===== src/rtl/fpm_pkg.sv =====
`timescale 1ns/1ps
package fpm_pkg;

    typedef enum logic [2:0] {
        S_IDLE,
        S_ROWADDR,
        S_COLSTB,
        S_COLPRE,
        S_PAGE,
        S_PRECHG
    } fpm_state_e;

    // Round a nanosecond interval up to whole clock periods.
    function automatic int ns2cyc(input int ns, input int clk_ns);
        return (ns + clk_ns - 1) / clk_ns;
    endfunction

    function automatic int imax(input int a, input int b);
        return (a > b) ? a : b;
    endfunction

endpackage


===== src/rtl/fpm_span_timer.sv =====
`timescale 1ns/1ps
module fpm_span_timer #(
    parameter int W = 2
) (
    input  logic         clk,
    input  logic         rst_n,
    input  logic         load_i,
    input  logic [W-1:0] load_val_i,
    output logic         done_o
);

    logic [W-1:0] cnt_q;

    always_ff @(posedge clk) begin
        if (!rst_n) begin
            cnt_q <= '0;
        end else if (load_i) begin
            cnt_q <= load_val_i;
        end else if (cnt_q != '0) begin
            cnt_q <= cnt_q - 1'b1;
        end
    end

    assign done_o = (cnt_q == '0);

endmodule


===== src/rtl/fpm_row_tracker.sv =====
`timescale 1ns/1ps
module fpm_row_tracker #(
    parameter int ROW_W    = 12,
    parameter int AGE_W    = 10,
    parameter int LOW_MIN  = 5,
    parameter int AGE_STOP = 890
) (
    input  logic             clk,
    input  logic             rst_n,
    input  logic             open_i,
    input  logic             close_i,
    input  logic [ROW_W-1:0] row_i,
    input  logic [ROW_W-1:0] cmp_row_i,
    output logic             hit_o,
    output logic             low_ok_o,
    output logic             age_stop_o,
    output logic [AGE_W-1:0] age_o
);

    localparam logic [AGE_W-1:0] LOW_M1 = AGE_W'(LOW_MIN - 1);
    localparam logic [AGE_W-1:0] STOP_V = AGE_W'(AGE_STOP);

    logic [ROW_W-1:0] row_q;
    logic             valid_q;
    logic [AGE_W-1:0] age_q;

    always_ff @(posedge clk) begin
        if (!rst_n) begin
            row_q   <= '0;
            valid_q <= 1'b0;
            age_q   <= '0;
        end else if (open_i) begin
            row_q   <= row_i;
            valid_q <= 1'b1;
            age_q   <= '0;
        end else if (close_i) begin
            valid_q <= 1'b0;
            age_q   <= '0;
        end else if (valid_q && (age_q != '1)) begin
            age_q <= age_q + 1'b1;
        end
    end

    assign hit_o      = valid_q && (row_q == cmp_row_i);
    assign low_ok_o   = (age_q >= LOW_M1);
    assign age_stop_o = valid_q && (age_q >= STOP_V);
    assign age_o      = age_q;

    // a new row is opened only after the previous one was closed
    p_no_reopen_r5: assert property (@(posedge clk) disable iff (!rst_n)
        open_i |-> !valid_q);

endmodule


===== src/rtl/fpm_rd_capture.sv =====
`timescale 1ns/1ps
module fpm_rd_capture #(
    parameter int DQ_W = 4
) (
    input  logic            clk,
    input  logic            rst_n,
    input  logic            take_i,
    input  logic [DQ_W-1:0] dq_i,
    output logic            valid_o,
    output logic [DQ_W-1:0] data_o
);

    always_ff @(posedge clk) begin
        if (!rst_n) begin
            valid_o <= 1'b0;
            data_o  <= '0;
        end else begin
            valid_o <= take_i;
            if (take_i) begin
                data_o <= dq_i;
            end
        end
    end

endmodule


===== src/rtl/fpm_dram_ctrl.sv =====
`timescale 1ns/1ps
module fpm_dram_ctrl
    import fpm_pkg::*;
#(
    parameter int CLK_NS        = 10,
    parameter int ROW_W         = 12,
    parameter int COL_W         = 10,
    parameter int DQ_W          = 4,
    parameter int T_RCD_NS      = 15,
    parameter int T_RAS_NS      = 50,
    parameter int T_RAS_MAX_NS  = 10000,
    parameter int T_PAGE_LIM_NS = 9000,
    parameter int T_RP_NS       = 30,
    parameter int T_RC_NS       = 80,
    parameter int T_CAS_NS      = 8,
    parameter int T_CP_NS       = 8,
    parameter int T_CAC_NS      = 12,
    parameter int T_AA_NS       = 25,
    parameter int T_WCH_NS      = 10,
    parameter int T_DH_NS       = 8,
    parameter int T_RSH_NS      = 10,
    parameter int T_CRP_NS      = 5,
    localparam int ADDR_W       = (ROW_W > COL_W) ? ROW_W : COL_W
) (
    input  logic                   clk,
    input  logic                   rst_n,
    input  logic                   req_valid,
    output logic                   req_ready,
    input  logic                   req_we,
    input  logic [ROW_W+COL_W-1:0] req_addr,
    input  logic [DQ_W-1:0]        req_wdata,
    output logic                   rsp_valid,
    output logic [DQ_W-1:0]        rsp_data,
    output logic                   dram_ras_n,
    output logic                   dram_cas_n,
    output logic                   dram_we_n,
    output logic                   dram_oe_n,
    output logic [ADDR_W-1:0]      dram_addr,
    output logic [DQ_W-1:0]        dram_dq_out,
    output logic                   dram_dq_oe,
    input  logic [DQ_W-1:0]        dram_dq_in
);

    // Cycle counts derived from the nanosecond limits
    localparam int N_RCD      = imax(1, ns2cyc(T_RCD_NS, CLK_NS));
    localparam int N_RAS      = imax(1, ns2cyc(T_RAS_NS, CLK_NS));
    localparam int N_RP       = imax(1, ns2cyc(T_RP_NS, CLK_NS));
    localparam int N_RC       = ns2cyc(T_RC_NS, CLK_NS);
    localparam int N_CAS      = imax(1, ns2cyc(T_CAS_NS, CLK_NS));
    localparam int N_CP       = imax(1, ns2cyc(T_CP_NS, CLK_NS));
    localparam int N_ACC      = imax(ns2cyc(T_CAC_NS, CLK_NS), ns2cyc(T_AA_NS, CLK_NS));
    localparam int N_WCH      = ns2cyc(T_WCH_NS, CLK_NS);
    localparam int N_DH       = ns2cyc(T_DH_NS, CLK_NS);
    localparam int N_RSH      = ns2cyc(T_RSH_NS, CLK_NS);
    localparam int N_CRP      = imax(1, ns2cyc(T_CRP_NS, CLK_NS));
    localparam int N_RD_CAS   = imax(imax(N_CAS, N_ACC), N_RSH);
    localparam int N_WR_CAS   = imax(imax(N_CAS, N_RSH), imax(N_WCH, N_DH));
    localparam int N_COLPRE   = imax(N_CP, N_CRP);
    localparam int N_LOW_MIN  = imax(N_RAS, N_RC - N_RP);
    localparam int N_RAS_MAX  = T_RAS_MAX_NS / CLK_NS;
    localparam int N_PAGE_LIM = T_PAGE_LIM_NS / CLK_NS;
    localparam int N_AGE_STOP = N_PAGE_LIM - (imax(N_RD_CAS, N_WR_CAS) + N_COLPRE + 2);
    localparam int N_TMAX     = imax(imax(N_RCD, N_RP), imax(imax(N_RD_CAS, N_WR_CAS), N_COLPRE));
    localparam int TW         = $clog2(N_TMAX + 1);
    localparam int AGE_W      = $clog2(N_RAS_MAX + 2);

    fpm_state_e state_q, state_d;

    logic [ROW_W-1:0]  req_row;
    logic [COL_W-1:0]  req_col;
    logic              accept;
    logic              we_q;
    logic              we_sel;
    logic [COL_W-1:0]  col_q;
    logic [DQ_W-1:0]   wdata_q;
    logic [ADDR_W-1:0] addr_q;
    logic              tmr_load;
    logic [TW-1:0]     tmr_val;
    logic              tmr_done;
    logic              hit, low_ok, age_stop;
    logic [AGE_W-1:0]  age;
    logic              row_open, row_close, rd_take;

    assign req_row = req_addr[ROW_W+COL_W-1:COL_W];
    assign req_col = req_addr[COL_W-1:0];

    // Next state and request acceptance
    always_comb begin
        state_d   = state_q;
        req_ready = 1'b0;
        unique case (state_q)
            S_IDLE: begin
                req_ready = 1'b1;
                if (req_valid) state_d = S_ROWADDR;
            end
            S_ROWADDR: if (tmr_done) state_d = S_COLSTB;
            S_COLSTB:  if (tmr_done) state_d = S_COLPRE;
            S_COLPRE:  if (tmr_done) state_d = S_PAGE;
            S_PAGE: begin
                req_ready = hit && !age_stop;
                if (age_stop) begin
                    if (low_ok) state_d = S_PRECHG;
                end else if (req_valid && hit) begin
                    state_d = S_COLSTB;
                end else if (req_valid && low_ok) begin
                    state_d = S_PRECHG;
                end
            end
            S_PRECHG:  if (tmr_done) state_d = S_IDLE;
            default:   state_d = S_IDLE;
        endcase
    end

    assign accept = req_valid && req_ready;
    assign we_sel = (state_q == S_PAGE) ? req_we : we_q;

    // Interval length for the state being entered
    always_comb begin
        tmr_load = (state_d != state_q);
        case (state_d)
            S_ROWADDR: tmr_val = TW'(N_RCD - 1);
            S_COLSTB:  tmr_val = we_sel ? TW'(N_WR_CAS - 1) : TW'(N_RD_CAS - 1);
            S_COLPRE:  tmr_val = TW'(N_COLPRE - 1);
            S_PRECHG:  tmr_val = TW'(N_RP - 1);
            default:   tmr_val = '0;
        endcase
    end

    // State register
    always_ff @(posedge clk) begin
        if (!rst_n) state_q <= S_IDLE;
        else        state_q <= state_d;
    end

    // Request holding and address multiplexing
    always_ff @(posedge clk) begin
        if (!rst_n) begin
            we_q    <= 1'b0;
            col_q   <= '0;
            wdata_q <= '0;
            addr_q  <= '0;
        end else if (accept) begin
            we_q    <= req_we;
            col_q   <= req_col;
            wdata_q <= req_wdata;
            addr_q  <= (state_q == S_IDLE) ? ADDR_W'(req_row) : ADDR_W'(req_col);
        end else if ((state_q == S_ROWADDR) && tmr_done) begin
            addr_q <= ADDR_W'(col_q);
        end
    end

    // Strobe outputs
    always_comb begin
        dram_ras_n = 1'b1;
        dram_cas_n = 1'b1;
        dram_we_n  = 1'b1;
        dram_oe_n  = 1'b1;
        dram_dq_oe = 1'b0;
        unique case (state_q)
            S_ROWADDR, S_COLPRE, S_PAGE: dram_ras_n = 1'b0;
            S_COLSTB: begin
                dram_ras_n = 1'b0;
                dram_cas_n = 1'b0;
                dram_we_n  = !we_q;
                dram_oe_n  = we_q;
                dram_dq_oe = we_q;
            end
            default: ;
        endcase
    end

    assign dram_addr   = addr_q;
    assign dram_dq_out = wdata_q;

    assign row_open  = (state_q == S_IDLE) && accept;
    assign row_close = (state_d == S_PRECHG) && (state_q != S_PRECHG);
    assign rd_take   = (state_q == S_COLSTB) && tmr_done && !we_q;

    fpm_span_timer #(.W(TW)) u_timer (
        .clk        (clk),
        .rst_n      (rst_n),
        .load_i     (tmr_load),
        .load_val_i (tmr_val),
        .done_o     (tmr_done)
    );

    fpm_row_tracker #(
        .ROW_W    (ROW_W),
        .AGE_W    (AGE_W),
        .LOW_MIN  (N_LOW_MIN),
        .AGE_STOP (N_AGE_STOP)
    ) u_rows (
        .clk        (clk),
        .rst_n      (rst_n),
        .open_i     (row_open),
        .close_i    (row_close),
        .row_i      (req_row),
        .cmp_row_i  (req_row),
        .hit_o      (hit),
        .low_ok_o   (low_ok),
        .age_stop_o (age_stop),
        .age_o      (age)
    );

    fpm_rd_capture #(.DQ_W(DQ_W)) u_cap (
        .clk     (clk),
        .rst_n   (rst_n),
        .take_i  (rd_take),
        .dq_i    (dram_dq_in),
        .valid_o (rsp_valid),
        .data_o  (rsp_data)
    );

    // column strobe only inside a row strobe
    p_cas_in_ras_r2: assert property (@(posedge clk) disable iff (!rst_n)
        !dram_cas_n |-> !dram_ras_n);

    // row strobe low time bounded
    p_ras_limit_r10: assert property (@(posedge clk) disable iff (!rst_n)
        !dram_ras_n |-> (age < AGE_W'(N_RAS_MAX)));

    // never write-enable and output-enable together
    p_we_oe_excl_r7: assert property (@(posedge clk) disable iff (!rst_n)
        !dram_we_n |-> dram_oe_n);

    // an accepted request blocks the next one for at least a cycle
    p_busy_after_accept_r9: assert property (@(posedge clk) disable iff (!rst_n)
        accept |=> !req_ready);

    // a hit taken while the row is open keeps the row strobe low
    p_hit_keeps_row_r4: assert property (@(posedge clk) disable iff (!rst_n)
        (accept && !dram_ras_n) |=> (!dram_ras_n && !dram_cas_n));

    // read data only follows a read column cycle
    p_rsp_after_read_r6: assert property (@(posedge clk) disable iff (!rst_n)
        rsp_valid |-> $past(!dram_oe_n && !dram_cas_n));

endmodule


===== config.mk =====
export PLATFORM = sky130hd
export DESIGN_NAME = fpm_dram_ctrl
export DESIGN_NICKNAME = d
export VERILOG_FILES = /design/src/rtl/fpm_pkg.sv /design/src/rtl/fpm_span_timer.sv /design/src/rtl/fpm_row_tracker.sv /design/src/rtl/fpm_rd_capture.sv /design/src/rtl/fpm_dram_ctrl.sv
export SDC_FILE = /design/constraint.sdc
export NUM_CORES = 1
export LEC_CHECK = 0
export BUFFER_PORTS_ARGS = -buffer_cell sky130_fd_sc_hd__clkbuf_2
export CAP_MARGIN = 30
export CORE_MARGIN = 1
export CORE_UTILIZATION = 54
export CTS_CLUSTER_SIZE = 28
export DETAILED_ROUTE_END_ITERATION = 12
export MAX_ROUTING_LAYER = met4
export PLACE_DENSITY = 0.88
export SLEW_MARGIN = 20
export SYNTH_ARGS = -nofsm -noshare
export SYNTH_HDL_FRONTEND = slang
export SYNTH_SLANG_ARGS = --single-unit

===== constraint.sdc =====
create_clock -name clk -period 2.5 [get_ports clk]
set_clock_uncertainty 0.2 [all_clocks]
set_input_delay 0 -clock clk [delete_from_list [all_inputs] [get_ports clk]]
set_output_delay 0 -clock clk [all_outputs]
set_load 0.005 [all_outputs]

Word-level counts from Yosys, hierarchy flattened
Index checks and enable logic that the tools add are counted.
{"block": "op_classes", "addsub": 2, "n_lt_le_gt_ge": 2, "n_eq_ne": 12, "n_mux": 26, "n_bitwise": 1, "reduce_logical": 22}
{"op": "12-bit 2-to-1 mux", "n": 3}
{"op": "3-bit 2-to-1 mux", "n": 9}
{"op": "3-bit case mux with 6 select lines", "n": 1}
{"op": "12-bit equality test", "n": 1}
{"op": "1-bit logical AND", "n": 12}
{"op": "10-bit by 1-bit adder with 10-bit output (second input constant)", "n": 1}
{"op": "10-bit greater-or-equal comparator (second input constant)", "n": 1}
{"op": "10-bit by 3-bit greater-or-equal comparator with 1-bit output (second input constant)", "n": 1}
{"op": "10-bit inequality test (second input constant)", "n": 1}
{"op": "3-bit by 2-bit equality test with 1-bit output (second input constant)", "n": 3}
{"op": "3-bit equality test (second input constant)", "n": 3}
{"op": "1-bit 2-to-1 mux", "n": 8}
{"op": "2-bit nonzero test", "n": 4}
{"op": "3-bit by 1-bit equality test with 1-bit output (second input constant)", "n": 2}
{"op": "2-bit 2-to-1 mux", "n": 3}
{"op": "2-bit case mux with 3 select lines", "n": 1}
{"op": "4-bit OR reduction", "n": 1}
{"op": "3-bit logical NOT", "n": 1}
{"op": "3-bit inequality test", "n": 1}
{"op": "3-bit inequality test (second input constant)", "n": 1}
{"op": "3-bit OR reduction", "n": 1}
{"op": "1-bit logical NOT", "n": 2}
{"op": "2-bit logical NOT", "n": 1}
{"op": "1-bit case mux with 2 select lines", "n": 1}
{"op": "2 further kinds", "n": 2}
{"block": "word_totals", "regBits": 60, "input_bits": 34, "out_inout_bits": 27, "elab_cells": 76}

Logic depth before layout (Yosys ltp)
Gate-level depths: netlist (run 1).
{"block": "depth", "ltp_word": 10, "depth_mapped": 11, "mapped_depth_nobuf": 9}

By module
Synthesis (run 1) repeated with hierarchy kept, for this count alone.
{"block": "hier_totals", "cells_unflattened": 361, "hier_area_um2": 3133.0}
{"module": "fpm_dram_ctrl", "n_inst": 1, "cells_per_inst": 207, "area_each_um2": 1645.3, "seq_area_each_um2": 600.6}
{"module": "fpm_row_tracker", "n_inst": 1, "cells_per_inst": 126, "area_each_um2": 1179.9, "seq_area_each_um2": 460.4}
{"module": "fpm_rd_capture", "n_inst": 1, "cells_per_inst": 15, "area_each_um2": 183.9, "seq_area_each_um2": 100.1}
{"module": "fpm_span_timer", "n_inst": 1, "cells_per_inst": 13, "area_each_um2": 123.9, "seq_area_each_um2": 40.0}

Worst setup path before layout (run 1)
No wires, ideal clock.
{"block": "synth_timing", "path_kind": "flip-flop to flip-flop", "startpoint": "reg u_rows.age_q[0] (netlist: u_rows.age_o[0])", "endpoint": "reg addr_q[5] (netlist: dram_addr[5])", "setup_time_ps": 145, "arrival_ps": 1927, "t_required_ps": 2155, "setup_slack_ps": 228, "stages_incl_launch_ff": 12, "path_buffers": 2, "synth_period_minus_slack_ps": 2272, "cell_sequence": "dfxtp_1 inv_1 ha_1 o21ai_0 nor2_2 o2111ai_4 a21boi_1 or2_1 buf_2 buf_2 nand2_1 a41oi_1"}
{"block": "synth_via", "elab_chain_cells": 7, "word_cells_on_any_way": 8, "cone_classes": "order compare (1); mux (2); reduce/logical (5)"}
{"element": "start, declared", "line_no": "fpm_row_tracker.sv:25", "source": "logic [AGE_W-1:0] age_q;"}
{"element": "start signal, assigned", "line_no": "fpm_row_tracker.sv:40", "source": "age_q <= age_q + 1'b1;"}
{"element": "10-bit greater-or-equal comparator (*)", "line_no": "fpm_row_tracker.sv:46", "source": "assign age_stop_o = valid_q && (age_q >= STOP_V);"}
{"element": "1-bit logical AND (*)", "line_no": "fpm_row_tracker.sv:46"}
{"element": "1-bit logical NOT (*)", "line_no": "fpm_dram_ctrl.sv:100", "source": "req_ready = hit && !age_stop;"}
{"element": "1-bit logical AND (*)", "line_no": "fpm_dram_ctrl.sv:100"}
{"element": "1-bit case mux with 2 select lines (*)", "line_no": "fpm_dram_ctrl.sv:91", "source": "unique case (state_q)"}
{"element": "1-bit logical AND (*)", "line_no": "fpm_dram_ctrl.sv:114", "source": "assign accept = req_valid && req_ready;"}
{"element": "12-bit 2-to-1 mux / 2-bit nonzero test (equally long branches)"}
{"element": "end signal, assigned", "line_no": "fpm_dram_ctrl.sv:146", "source": "addr_q <= (state_q == S_IDLE) ? ADDR_W'(req_row) : ADDR_W'(req_col);"}
{"element": "end signal, assigned", "line_no": "fpm_dram_ctrl.sv:148", "source": "addr_q <= ADDR_W'(col_q);"}
{"element": "end, declared", "line_no": "fpm_dram_ctrl.sv:76", "source": "logic [ADDR_W-1:0] addr_q;"}
Mark *: on every way between the ends. The rest lies on a longest branch, timed or not.
A chain may end at the register's enable or synchronous reset.

Worst setup path after layout (run 1)
{"block": "layout_timing", "startpoint": "reg u_rows.row_q[2]", "endpoint": "reg u_timer.cnt_q[0]"}
{"block": "layout_via", "elab_chain_cells": 9, "word_cells_on_any_way": 13, "cone_classes": "eq/ne (5); mux (5); reduce/logical (3)"}
{"element": "start, declared", "line_no": "fpm_row_tracker.sv:23", "source": "logic [ROW_W-1:0] row_q;"}
{"element": "start signal, assigned", "line_no": "fpm_row_tracker.sv:33", "source": "row_q <= row_i;"}
{"element": "12-bit equality test (*)", "line_no": "fpm_row_tracker.sv:44", "source": "assign hit_o = valid_q && (row_q == cmp_row_i);"}
{"element": "1-bit logical AND (*)", "line_no": "fpm_row_tracker.sv:44"}
{"element": "1-bit logical AND (*)", "line_no": "fpm_dram_ctrl.sv:103", "source": "end else if (req_valid && hit) begin"}
{"element": "3-bit 2-to-1 mux (*)", "line_no": "fpm_dram_ctrl.sv:103"}
{"element": "3-bit 2-to-1 mux (*)", "line_no": "fpm_dram_ctrl.sv:101", "source": "if (age_stop) begin"}
{"element": "3-bit case mux with 6 select lines (*)", "line_no": "fpm_dram_ctrl.sv:91"}
{"element": "3-bit equality test (tied with other cells)", "line_no": "fpm_dram_ctrl.sv:120", "source": "case (state_d)"}
{"element": "2-bit case mux with 3 select lines", "line_no": "fpm_dram_ctrl.sv:120"}
{"element": "2-bit 2-to-1 mux", "line_no": "fpm_span_timer.sv:17", "source": "end else if (load_i) begin"}
{"element": "end signal, assigned", "line_no": "fpm_span_timer.sv:18", "source": "cnt_q <= load_val_i;"}
{"element": "end signal, assigned", "line_no": "fpm_span_timer.sv:20", "source": "cnt_q <= cnt_q - 1'b1;"}
{"element": "end, declared", "line_no": "fpm_span_timer.sv:12", "source": "logic [W-1:0] cnt_q;"}
Marked as above.

==> results by group, run 1 <==
Run status
  • Status: finished, violations left
  • Violations in the final reports: setup timing

Route
  • Overall via count from detail_route: between 3,000 and 4,000
  • Pre-Repair DR Iteration Count: 6
  • DRT antenna net count: 0
  • Met2 Routed Length: 4.45 mm
  • Detail-routed via count per cell: between 5 and 6
  • Residual DRC: 0
  • Average routed wire per standard cell: around 18 µm
  • Detailed route wirelength on metal3: 880 µm
  • Routed length on met1: 3.42 mm
  • Routed wire length: 9.32 mm
  • Initial drt markers: ~380
  • Top layer used by detailed routing: met4

Synth
  • Synthesized cell area: 2820 µm²
  • Dominant combinational cell family by area after synthesis: simple AND/OR/NAND/NOR gates
  • Share of the synthesized area in compound gates (AO/OA/AOI/OAI): 18.5%
  • Count of yosys warnings during synthesis: 0
  • Number of instances in the synthesized netlist: about 350
  • Synth async-reset ratio: 0%
  • Library cells used by synthesis: 46
  • Average footprint of a synthesized cell: 7.98 µm²
  • Syn nets: 390
  • Portion of netlist area occupied by mux cells: under 10%
  • Proportion of synthesized chip area in sequential cells: 42.6%
  • Post-synthesis register bit count: 60
  • Area share of xor/xnor cells in the synthesized design: 6.84%
  • Post-synthesis simple-gate area fraction: 25.4%
  • Primary FF master, synth: sky130_fd_sc_hd__dfxtp_1
  • Arithmetic-cell share of the synthesized area counting full adders, half adders and majority gates: 1.33%
  • Number of enable-type register cells in the synthesized netlist: 0

Clock tree
  • Num CTS Buffers: 9
  • CTS tree: done
  • Clock root buffer: sky130_fd_sc_hd__clkbuf_8
  • Clock sink count: 60
  • Clock-pin slew on the worst setup and hold paths: about 0.07 ns
  • Htree depth: 3
  • Clock network latency to the later pin of the worst-skew pair: 0.34 ns
  • Worst-case clock buffer depth: 2

Critical path
  • Arrival time at the worst endpoint: 2.64 ns
  • Cell chain of the critical path: xnor2_1 > nand4_1 > buf_4 > nor4_4 > nor2_2 > o311a_1 > or3_4 > a21oi_2
  • Setup crit start: u_rows.row_q[2]$_SDFFE_PN0P_
  • Maximum fanout encountered on the critical timing path: 4
  • End point of the critical path: u_timer.cnt_q[0]$_SDFFE_PN0P_
  • End of the worst register-to-register path: u_timer.cnt_q[0]$_SDFFE_PN0P_
  • Critical path class: flip-flop to flip-flop
  • Worst R2R Path Depth: 8
  • Stages on the worst setup path: 8
  • Number of buffer and inverter stages on the critical path: 1
  • Critical path's largest stage delay: 0.38 ns
  • Largest delay contributor family on the critical path: simple AND/OR/NAND/NOR gates
  • WP data required: 2.58 ns
  • Startpoint of the worst register-to-register path: u_rows.row_q[2]$_SDFFE_PN0P_
  • Register-to-register setup slack: -0.06 ns
  • Cell at the slowest stage of the critical path: sky130_fd_sc_hd__nor4_4
  • Startpoint Class: flip-flop
  • Crit path capture type: flip-flop

Place
  • Number of port buffers: 60
  • Routability-driven placement congestion ratio: 0.854
  • Dpl hpwl: ~4.8 mm
  • Worst setup timing slack at the placement stage: ~0.011 ns

Floorplanning
  • Effective utilization at floorplan: 57.7%
  • Die span in x: about 74 µm
  • Number of placement rows: 25
  • Vertical die dimension: 74.2 µm
  • Number of placed I/O pins: roughly 60
  • Placeable core region: 4880 µm²
  • Total die area: 5510 µm²

Finish
  • Layout overhead on the synthesized area: 38.2%
  • Commonest cells after routing, fill and taps aside: sky130_fd_sc_hd__nand2_1 (77), sky130_fd_sc_hd__clkbuf_2 (60), sky130_fd_sc_hd__dfxtp_1 (56)
  • Count of nets after finishing: around 500
  • Share of layout cells above drive strength 1: about a quarter
  • Commonest non-fill, non-tap cell in the layout: sky130_fd_sc_hd__nand2_1

Power
  • Lkg Pwr: 1.63 nW
  • Worst vdd ir: 0.000625 V
  • Power Total: 3.67 mW
  • Cell Pwr Density: roughly 940 nW/µm²

STA
  • Final setup violating endpoints: 2
  • Max_slew headroom: 35.7%
  • Smallest setup slack after layout: -0.0598 ns
  • Count of endpoints failing hold in the final timing report: 0
  • Final Max Tran Viols: 0
  • Timing-limited maximum frequency: 391 MHz
  • Worst-Margin Slew: 0.961 ns
  • Fin crit share: 102%
  • Post-layout min period: 2.56 ns

Min path
  • Worst Hold Class: input pin to flip-flop
  • Cell count of the worst hold path: 4

GRT
  • Vias in the first global route: 2,873
  • Sum of overflow across all layers after global routing: 0
  • Number of antenna violations at the first check in global routing: 1
  • Global Route Usage Sum: 31.5%
  • Largest net degree at the start of global routing: 31
  • Global-route wire length before repair: 12.7 mm

Run
  • Max-cap violation count: 0
-- layout make-up --
class                           count  area (µm²)
Antenna cell                        1        2.50
Clock buffer                       12         155
Clock inverter                      4        47.5
Fill cell                         300         988
Inverter                           10        37.5
Multi-Input combinational cell    265        1580
Sequential cell                    60        1210
Tap cell                           67        83.8
Timing Repair Buffer              110         774
-- worst min-delay path: stages --
cell and delay [ns]:
sky130_fd_sc_hd__dlygate4sd3_1 0.52, sky130_fd_sc_hd__clkbuf_2 0.09, sky130_fd_sc_hd__mux2i_1 0.06, sky130_fd_sc_hd__nor2_1 0.08
-- metrics by stage --
stage | hold WS (ns) | cells | util (%) | TNS, ns | instance area (µm²)
4_1_cts | 0.229 | 520 | 76.5 | 0 | 3730
2_1_floorplan | -0.0640 | 353 | - | 0 | 2820
3_3_place_gp | 0.0243 | 471 | 65.6 | 0 | 3200
6_report | 0.242 | 529 | 79.7 | -0.0956 | 3890
5_1_grt | 0.253 | 529 | 79.7 | -0.495 | 3890
3_5_place_dp | 0.0362 | 471 | 65.6 | 0 | 3200
-- worst min-delay path by stage --
stage | from | endpoint | slack (ns)
6_report | dram_dq_in[2] | u_cap.data_o[2]$_SDFFE_PN0P_ | 0.24
5_1_grt | dram_dq_in[2] | u_cap.data_o[2]$_SDFFE_PN0P_ | 0.25
4_1_cts | req_wdata[1] | dram_dq_out[1]$_SDFFE_PN0P_ | 0.23
3_5_place_dp | req_wdata[2] | dram_dq_out[2]$_SDFFE_PN0P_ | 0.04
3_3_place_gp | req_wdata[1] | dram_dq_out[1]$_SDFFE_PN0P_ | 0.02
2_1_floorplan | req_wdata[0] | dram_dq_out[0]$_SDFFE_PN0P_ | -0.06
-- timing repair --
action | CTS | global route
hold buffers | 33 | 0
gates cloned | 0 | 2
endpoints found under the setup margin | 7 | 30
hold endpoints to repair | 48 | 0
pin swaps | 0 | 8
gates resized for setup | 1 | 22
buffers inserted | 0 | 6
-- cells by family after synthesis --
kind of cell | Yosys count
and+or+nand+nor | 154
AOI/OAI and AO/OA | 82
DFF | 60
buffers and inverters | 28
xor gates and xnor gates | 22
muxes | 4
adders and majority gates | 3
-- cell usage after synthesis, types with 2 or more instances --
cell,count,area share [%]
sky130_fd_sc_hd__a21oi_1,37,6.6
sky130_fd_sc_hd__or2_2,2,0.44
sky130_fd_sc_hd__o22ai_1,2,0.44
sky130_fd_sc_hd__nand3_1,10,1.8
sky130_fd_sc_hd__xor2_1,7,2.2
sky130_fd_sc_hd__o21ai_0,16,2.8
sky130_fd_sc_hd__a41oi_1,10,3.1
sky130_fd_sc_hd__a211oi_1,2,0.53
sky130_fd_sc_hd__mux2i_1,4,1.4
sky130_fd_sc_hd__buf_2,3,0.53
sky130_fd_sc_hd__a2111o_1,2,0.80
sky130_fd_sc_hd__clkbuf_1,15,2.0
sky130_fd_sc_hd__ha_1,3,1.3
sky130_fd_sc_hd__or3_1,2,0.44
sky130_fd_sc_hd__inv_1,10,1.3
sky130_fd_sc_hd__dfxtp_1,60,43
sky130_fd_sc_hd__nor3_1,3,0.53
sky130_fd_sc_hd__nand2b_1,7,1.6
sky130_fd_sc_hd__nand2_1,77,10
sky130_fd_sc_hd__xnor2_1,15,4.7
sky130_fd_sc_hd__or4_1,2,0.53
sky130_fd_sc_hd__nor2_1,33,4.4
sky130_fd_sc_hd__nand4_1,5,1.1
sky130_fd_sc_hd__nor2b_1,3,0.67
sky130_fd_sc_hd__o21a_1,2,0.53
-- routing by layer --
metal	global-route usage, %	up-vias
met5	-	-
met4	15.5	0
met3	7.45	78
met2	52.0	231
met1	35.8	1433
li1	-	1423
-- where the power goes --
part | total (mW) | internal [mW] | switching, mW | leakage (nW)
sequential | 1.35 | 1.17 | 0.182 | 0.493
clock | 0.905 | 0.512 | 0.393 | 0.102
combinational | 1.42 | 0.587 | 0.828 | 1.04
-- flip-flops by register name, indices dropped and copies added, names as in the netlist --
register	count
dram_dq_out	4
u_timer.cnt_q	2
dram_addr	12
state_q	3
col_q	10
u_cap.data_o	4
u_rows.row_q	12
u_rows.age_o	10
u_rows.valid_q	1
we_q	1
u_cap.valid_o	1
Note: power is estimated with default switching activity, not from simulation.
==> inputs of run 2 (changes only) <==
--- a/config.mk
+++ b/config.mk
@@ -8,12 +8,13 @@
 export BUFFER_PORTS_ARGS = -buffer_cell sky130_fd_sc_hd__clkbuf_2
 export CAP_MARGIN = 30
 export CORE_MARGIN = 1
-export CORE_UTILIZATION = 54
+export CORE_UTILIZATION = 55
 export CTS_CLUSTER_SIZE = 28
 export DETAILED_ROUTE_END_ITERATION = 12
 export MAX_ROUTING_LAYER = met4
-export PLACE_DENSITY = 0.88
+export PLACE_DENSITY = 0.89
 export SLEW_MARGIN = 20
 export SYNTH_ARGS = -nofsm -noshare
 export SYNTH_HDL_FRONTEND = slang
+export SYNTH_HIERARCHICAL = 1
 export SYNTH_SLANG_ARGS = --single-unit
==> run 2 against run 1 <==
  * The flow still finishes with violations (setup timing)
  * Via count fell by 2.7%
  * Power increased by 7.1%
  * Area after synthesis increased by 11%
  * Critical path depth is 3 higher
  * Maximum frequency is 0.71% higher
  * Synthesized cell count increased by 2.3%
  * Utilization down 4.9 points
  * Die area up 9.0%
  * Design area increased by 5.9%
  * Highest routed layer unchanged
  * Combinational power up 20%
  * Sequential cell count is the same
==> results by group, run 2 <==
Min path
  • Worst Hold Class: input pin to flip-flop

STA
  • Timing-limited maximum frequency: 393 MHz (+0.71%)
  • Final Max Tran Viols: 0 (unchanged)
  • Final-layout worst hold slack: 0.0372 ns (-0.205 ns)
  • Final setup violating endpoints: 1 (-1)
  • Post-layout min period: 2.54 ns (-0.0181 ns)
  • Fin crit share: 102% (-0.72 points)
  • Count of endpoints failing hold in the final timing report: 0 (unchanged)
  • Worst-Margin Slew: 0.610 ns (-0.351 ns)
  • Smallest setup slack after layout: -0.0417 ns (+0.0181 ns)
  • RSZ-0062 raised after global routing: yes
  • Max_slew headroom: 59.3% (+24 points)

Clock tree
  • Clock sink count: 60 (unchanged)
  • Htree depth: 3 (unchanged)
  • CTS tree: done
  • Worst-case clock buffer depth: 2 (unchanged)
  • Clock root buffer: sky130_fd_sc_hd__clkbuf_8
  • Num CTS Buffers: 9 (unchanged)
  • Clock network latency to the later pin of the worst-skew pair: 0.34 ns (about the same)
  • Clock-pin slew on the worst setup and hold paths: 0.07 ns (about the same)

Place
  • Dpl hpwl: 5.04 mm (+5.6%)
  • Worst setup timing slack at the placement stage: -0.0973 ns (-0.108 ns)
  • Placed Cells incl. Taps: 485 (+3.0%)
  • Number of port buffers: 60 (unchanged)
  • Routability-driven placement congestion ratio: 0.853 (-0.13%)
  • Area after detailed placement: 3530 µm² (+10%)

Route
  • Routed wire length: 8.68 mm (-6.8%)
  • Overall via count from detail_route: 3,081 (-2.7%)
  • Pre-Repair DR Iteration Count: 5 (-1)
  • Residual DRC: 0 (unchanged)
  • Detail-routed via count per cell: 5.77 (-3.6%)
  • DRT antenna net count: 0 (unchanged)
  • Average routed wire per standard cell: 16.3 µm (-7.7%)
  • Initial drt markers: 286 (-24%)

Floorplanning
  • Effective utilization at floorplan: 56.9% (-0.82 points)
  • Die span in x: 77.5 µm (+4.4%)
  • Vertical die dimension: 77.5 µm (+4.4%)
  • Placeable core region: 5510 µm² (+13%)
  • Total die area: 6000 µm² (+9.0%)
  • Number of placed I/O pins: 61 (unchanged)
  • Number of placement rows: 27 (+8.0%)

Run status
  • Status: finished, violations left
  • Violations in the final reports: setup timing

GRT
  • Largest net degree at the start of global routing: 31 (unchanged)
  • Vias in the first global route: 2,952 (+2.7%)
  • Sum of overflow across all layers after global routing: 0 (unchanged)
  • Global-route wire length before repair: 13.4 mm (+5.5%)
  • Global Route Usage Sum: 29.3% (-2.2 points)
  • Number of antenna violations at the first check in global routing: 0 (-1)

Critical path
  • Critical path's largest stage delay: 0.44 ns (+0.06 ns)
  • Critical path class: flip-flop to flip-flop
  • Startpoint Class: flip-flop
  • Cell chain of the critical path: xor2_1 > nor4_1 > nand3_1 > nor3_4 > nand2b_4 > a211oi_4 > and2_4 > nor2_4 > nand2_2 > or4_4 > nand2_2
  • Most frequent CP cell: sky130_fd_sc_hd__nand2_2
  • Crit path capture type: flip-flop
  • Largest delay contributor family on the critical path: simple AND/OR/NAND/NOR gates
  • Arrival time at the worst endpoint: 2.63 ns (about the same)
  • Maximum fanout encountered on the critical timing path: 3 (-1)
  • Cell at the slowest stage of the critical path: sky130_fd_sc_hd__or4_4
  • WP data required: 2.59 ns (about the same)
  • Number of buffer and inverter stages on the critical path: 0 (-1)

Finish
  • Count of nets after finishing: 494 (+0.20%)
  • Layout overhead on the synthesized area: 31.5%
  • Post-Layout Inst Area: 4120 µm² (+5.9%)
  • Share of layout cells above drive strength 1: 25.5% (+0.60 points)
  • Commonest non-fill, non-tap cell in the layout: sky130_fd_sc_hd__nand2_1
  • Fin cells: 534 (+0.95%)
  • Commonest cells after routing, fill and taps aside: sky130_fd_sc_hd__nand2_1 (72), sky130_fd_sc_hd__clkbuf_2 (60), sky130_fd_sc_hd__dfxtp_1 (59)
  • Ant. Diodes: 0 (-1)

Synth
  • Post-synthesis register bit count: 60 (unchanged)
  • Top-area cell type share of the netlist area: 38.3% (-4.3 points)
  • Leading cell types by count after synthesis: sky130_fd_sc_hd__nand2_1 (74), sky130_fd_sc_hd__dfxtp_1 (60), sky130_fd_sc_hd__mux2i_1 (27)
  • Number of enable-type register cells in the synthesized netlist: 0 (unchanged)
  • Average footprint of a synthesized cell: 8.68 µm² (+8.8%)
  • Count of yosys warnings during synthesis: 6 (+6)
  • Library cells used by synthesis: 55 (+20%)
  • Synth async-reset ratio: 0% (unchanged)
  • Most common cell in the synthesized netlist: sky130_fd_sc_hd__nand2_1
  • Primary FF master, synth: sky130_fd_sc_hd__dfxtp_1
  • Number of instances in the synthesized netlist: 361 (+2.3%)
  • Synthesized cell area: 3130 µm² (+11%)
  • Cell accounting for the most synthesized area: sky130_fd_sc_hd__dfxtp_1
  • Proportion of synthesized chip area in sequential cells: 38.3% (-4.3 points)
  • Biggest area contributors in the synthesized netlist: sky130_fd_sc_hd__dfxtp_1 (38%), sky130_fd_sc_hd__nand2_1 (8.9%), sky130_fd_sc_hd__mux2i_1 (8.6%)
  • Syn nets: 398 (+2.1%)

Power
  • Cell Pwr Density: 955 nW/µm² (+1.1%)
  • Worst vdd ir: 0.000608 V (-2.8%)
  • Lkg Pwr: 1.79 nW (+9.8%)

Run
  • Max-cap violation count: 0 (unchanged)
run 2: metrics by stage:
step	util [%]	power, mW	TNS (ns)
2_1_floorplan	-	2.47	0
5_1_grt	74.8	4.13	-0.340
3_5_place_dp	64.1	2.93	-0.246
3_3_place_gp	64.1	2.87	0
4_1_cts	73.7	3.86	-0.00715
6_report	74.8	3.93	-0.0417
run 2: logic make-up (layout without fill, tap and decap cells):
kind of cell | after synthesis | count (layout) | share of synthesized area [%]
flip-flops | 60 | 60 | 38.3
AO/OA/AOI/OAI | 53 | 53 | 13.2
XOR/XNOR | 16 | 16 | 4.47
multiplexers | 27 | 27 | 8.63
buffers and inverters | 30 | 131 | 4.91
AND/OR/NAND/NOR | 172 | 172 | 29.3
adder cells (fa/ha/maj) | 3 | 3 | 1.20
run 2: cell type report:
class,instances,area (µm²)
multi-input cells,271,1840
well taps,72,90.1
inverters,10,37.5
clock buffers,10,138
flip-flops and latches,60,1200
fillers,365,1390
clock inverters,6,63.8
repair buffers,105,743
run 2: path summary, 6_finish.rpt:
path	slack, ns	endpoint	depth (start not counted)	start
max	-0.04	u_rows/age_o[4]$_SDFFE_PP0P_	11	u_rows/row_q[11]$_SDFFE_PN0P_
max reg2reg	-0.04	u_rows/age_o[4]$_SDFFE_PP0P_	11	u_rows/row_q[11]$_SDFFE_PN0P_
min	0.04	state_q[1]$_SDFF_PN0_	2	rst_n
min reg2reg	0.25	col_q[7]$_SDFFE_PN0P_	2	col_q[7]$_SDFFE_PN0P_
run 2: repair_timing:
action                                  CTS  global route
buffers inserted                          0             1
pin swaps                                 0             1
resized for setup                         2            13
endpoints found under the setup margin    4             7
endpoints found under the hold margin    45             0
hold buffers                             32             0
cloned                                    0             0
run 2: report_power, final:
part | leakage, nW | internal, mW | switching (mW)
sequential | 0.492 | 1.16 | 0.181
combinational | 1.20 | 0.806 | 0.906
clock | 0.0983 | 0.485 | 0.399
total | 1.79 | 2.45 | 1.49
run 2: per-layer routing:
metal  global-route usage [%]  vias to the layer above  part of all wire [%]
met5                        -                        -                     0
met4                     18.7                        0                   4.3
met3                     5.18                       48                   6.5
met2                     50.9                      166                    51
met1                     30.5                     1433                    38
li1                         -                     1434                     -
==> inputs of run 3 (changes only) <==
--- a/config.mk
+++ b/config.mk
@@ -12,7 +12,7 @@
 export CTS_CLUSTER_SIZE = 28
 export DETAILED_ROUTE_END_ITERATION = 12
 export MAX_ROUTING_LAYER = met4
-export PLACE_DENSITY = 0.89
+export PLACE_DENSITY = 0.8
 export SLEW_MARGIN = 20
 export SYNTH_ARGS = -nofsm -noshare
 export SYNTH_HDL_FRONTEND = slang
==> run 3 against run 2 <==
  * The flow now finishes without violations
  * Sequential share of layout area decreased by 0.22 points
  * Cell count increased by 0.94%
  * Via count fell by 4.8%
  * Worst hold slack improved by 0.0035 ns
  * Wire length fell by 9.5%
  * Largest power group unchanged
  * Largest cell class unchanged
  * Setup slack better by 0.076 ns
  * Sequential cell count stayed put
  * Global-route usage decreased by 0.68 points
  * First-iteration DRC count is 35% lower
==> results by group, run 3 (synthesis gave the netlist of run 2 again) <==
STA
  • Worst-Margin Slew: 0.611 ns (+0.00138 ns)
  • Smallest setup slack after layout: 0.0345 ns (+0.0762 ns)
  • Total Neg Setup Slack: 0 ns (+0.0417 ns)
  • Count of endpoints failing hold in the final timing report: 0 (unchanged)
  • Max_slew headroom: 59.2% (-0.092 points)
  • Final Max Tran Viols: 0 (unchanged)
  • Timing-limited maximum frequency: 406 MHz (+3.1%)
  • Final setup violating endpoints: 0 (-1)
  • Final-layout worst hold slack: 0.0406 ns (+0.00348 ns)
  • Post-layout min period: 2.47 ns (-0.0762 ns)
  • Fin crit share: 98.6% (-3.0 points)
  • RSZ-0062 raised after global routing: yes

Place
  • Area after detailed placement: 3550 µm² (+0.42%)
  • Number of port buffers: 60 (unchanged)
  • Dpl hpwl: 5.02 mm (-0.50%)
  • Worst setup timing slack at the placement stage: -0.0398 ns (+0.0575 ns)
  • Routability-driven placement congestion ratio: 0.816 (-4.3%)
  • Placed Cells incl. Taps: 487 (+0.41%)

Clock tree
  • Clock root buffer: sky130_fd_sc_hd__clkbuf_8
  • Htree depth: 3 (unchanged)
  • Worst-case clock buffer depth: 2 (unchanged)
  • Num CTS Buffers: 9 (unchanged)
  • Clock sink count: 60 (unchanged)
  • CTS tree: done
  • Clock network latency to the later pin of the worst-skew pair: 0.35 ns (about the same)
  • Clock-pin slew on the worst setup and hold paths: 0.07 ns (about the same)

Power
  • Cell Pwr Density: 948 nW/µm² (-0.71%)
  • Power Total: 3.94 mW (+0.17%)
  • Worst vdd ir: 0.000473 V (-22%)
  • Lkg Pwr: 1.81 nW (+1.0%)

Floorplanning
  • Vertical die dimension: 77.5 µm (unchanged)
  • Placeable core region: 5510 µm² (unchanged)
  • Total die area: 6000 µm² (unchanged)
  • Number of placed I/O pins: 61 (unchanged)
  • Number of placement rows: 27 (unchanged)
  • Die span in x: 77.5 µm (unchanged)
  • Effective utilization at floorplan: 56.9% (unchanged)

Critical path
  • Cell chain of the critical path: dlygate4sd3_1 > clkbuf_2 > xor2_1 > nor4_1 > nand3_1 > nor3_2 > nand2b_4 > a211oi_4 > and2_4 > nor2_4 > nand2_1 > or4_1 > nand2_1
  • Critical path class: input pin to flip-flop
  • Crit path capture type: flip-flop
  • Worst R2R Path Depth: 11 (unchanged)
  • End of the worst register-to-register path: u_rows/age_o[4]$_SDFFE_PP0P_
  • Cell at the slowest stage of the critical path: sky130_fd_sc_hd__dlygate4sd3_1
  • Most frequent CP cell: sky130_fd_sc_hd__nand2_1
  • Startpoint Class: input pin
  • Critical path's largest stage delay: 0.55 ns (+0.11 ns)
  • Setup crit start: req_addr[21]
  • Register-to-register setup slack: 0.04 ns (+0.08 ns)
  • Startpoint of the worst register-to-register path: u_rows/row_q[11]$_SDFFE_PN0P_
  • WP data required: 2.59 ns (about the same)
  • Maximum fanout encountered on the critical timing path: 3 (unchanged)
  • Arrival time at the worst endpoint: 2.56 ns (-0.07 ns)
  • End point of the critical path: u_rows/age_o[4]$_SDFFE_PP0P_

Route
  • Initial drt markers: 185 (-35%)
  • DRT antenna net count: 0 (unchanged)
  • Average routed wire per standard cell: 14.6 µm (-10%)
  • Routed wire length: 7.86 mm (-9.5%)
  • Pre-Repair DR Iteration Count: 5 (unchanged)
  • Detail-routed via count per cell: 5.44 (-5.7%)
  • Overall via count from detail_route: 2,933 (-4.8%)
  • Residual DRC: 0 (unchanged)

Finish
  • Core utilization of the finished layout: 75.5% (+0.66 points)
  • Count of nets after finishing: 500 (+1.2%)
  • Ant. Diodes: 0 (unchanged)
  • Commonest non-fill, non-tap cell in the layout: sky130_fd_sc_hd__nand2_1
  • Post-Layout Inst Area: 4160 µm² (+0.88%)
  • Fin cells: 539 (+0.94%)
  • Share of layout cells above drive strength 1: 25.7% (+0.15 points)
  • Commonest cells after routing, fill and taps aside: sky130_fd_sc_hd__nand2_1 (74), sky130_fd_sc_hd__clkbuf_2 (60), sky130_fd_sc_hd__dfxtp_1 (58)
  • Layout overhead on the synthesized area: 32.6%

GRT
  • Number of antenna violations at the first check in global routing: 0 (unchanged)
  • Global Route Usage Sum: 28.6% (-0.68 points)
  • Global-route wire length before repair: 13.0 mm (-2.6%)
  • Vias in the first global route: 2,834 (-4.0%)
  • Largest net degree at the start of global routing: 30 (-3.2%)
  • Sum of overflow across all layers after global routing: 0 (unchanged)

Run
  • Max-cap violation count: 0 (unchanged)

Run status
  • Status: finished clean

Min path
  • Worst Hold Class: input pin to flip-flop
-- run 3: cell count changes in the layout (fill, tap and decap cells not counted), sizes merged --
cell    change
buf         +6
clkbuf      +2
clkinv      -3
-- run 3: final cells by class --
type / count / area, µm²
fillers: 409 / 1350
well taps: 72 / 90.1
flip-flops and latches: 60 / 1200
multi-input cells: 271 / 1830
inverters: 10 / 37.5
repair buffers: 111 / 788
clock inverters: 3 / 45.0
clock buffers: 12 / 165
-- run 3: critical path: cells and delay by family --
family,cells,cell delay [ns]
buf+inv,2,0.69
simple gates,9,1.64
xor+xnor,1,0.15
compound gates,1,0.06
-- run 3: how the worst min path moves through the flow --
| stage | from | endpoint | cells after the start |
|---|---|---|---|
| floorplan | rst_n | u_cap/data_o[0]$_SDFFE_PN0P_ | 1 |
| global placement | req_wdata[1] | dram_dq_out[1]$_SDFFE_PN0P_ | 3 |
| detailed placement | req_wdata[1] | dram_dq_out[1]$_SDFFE_PN0P_ | 3 |
| CTS | rst_n | u_rows/valid_q$_SDFFE_PN0P_ | 2 |
| global route | rst_n | u_rows/valid_q$_SDFFE_PN0P_ | 2 |
| finish | rst_n | u_rows/valid_q$_SDFFE_PN0P_ | 2 |
-- run 3: timing repair --
item	4_1_cts	5_1_grt
setup endpoints to repair	2	40
hold buffers	32	0
hold endpoints to repair	45	0
setup buffers	0	5
gates resized for setup	1	11
-- run 3: report_power, final --
| group | total [mW] | internal, mW | switching, mW |
|---|---|---|---|
| clock network | 0.920 | 0.536 | 0.384 |
| logic | 1.68 | 0.823 | 0.855 |
| registers | 1.34 | 1.16 | 0.183 |
-- run 3: metal layers --
layer | routed length [µm] | GRT usage (%)
met1 | 3250 | 31.0
met2 | 4090 | 50.0
met3 | 343 | 7.65
met4 | 172 | 10.6
met5 | 0 | -
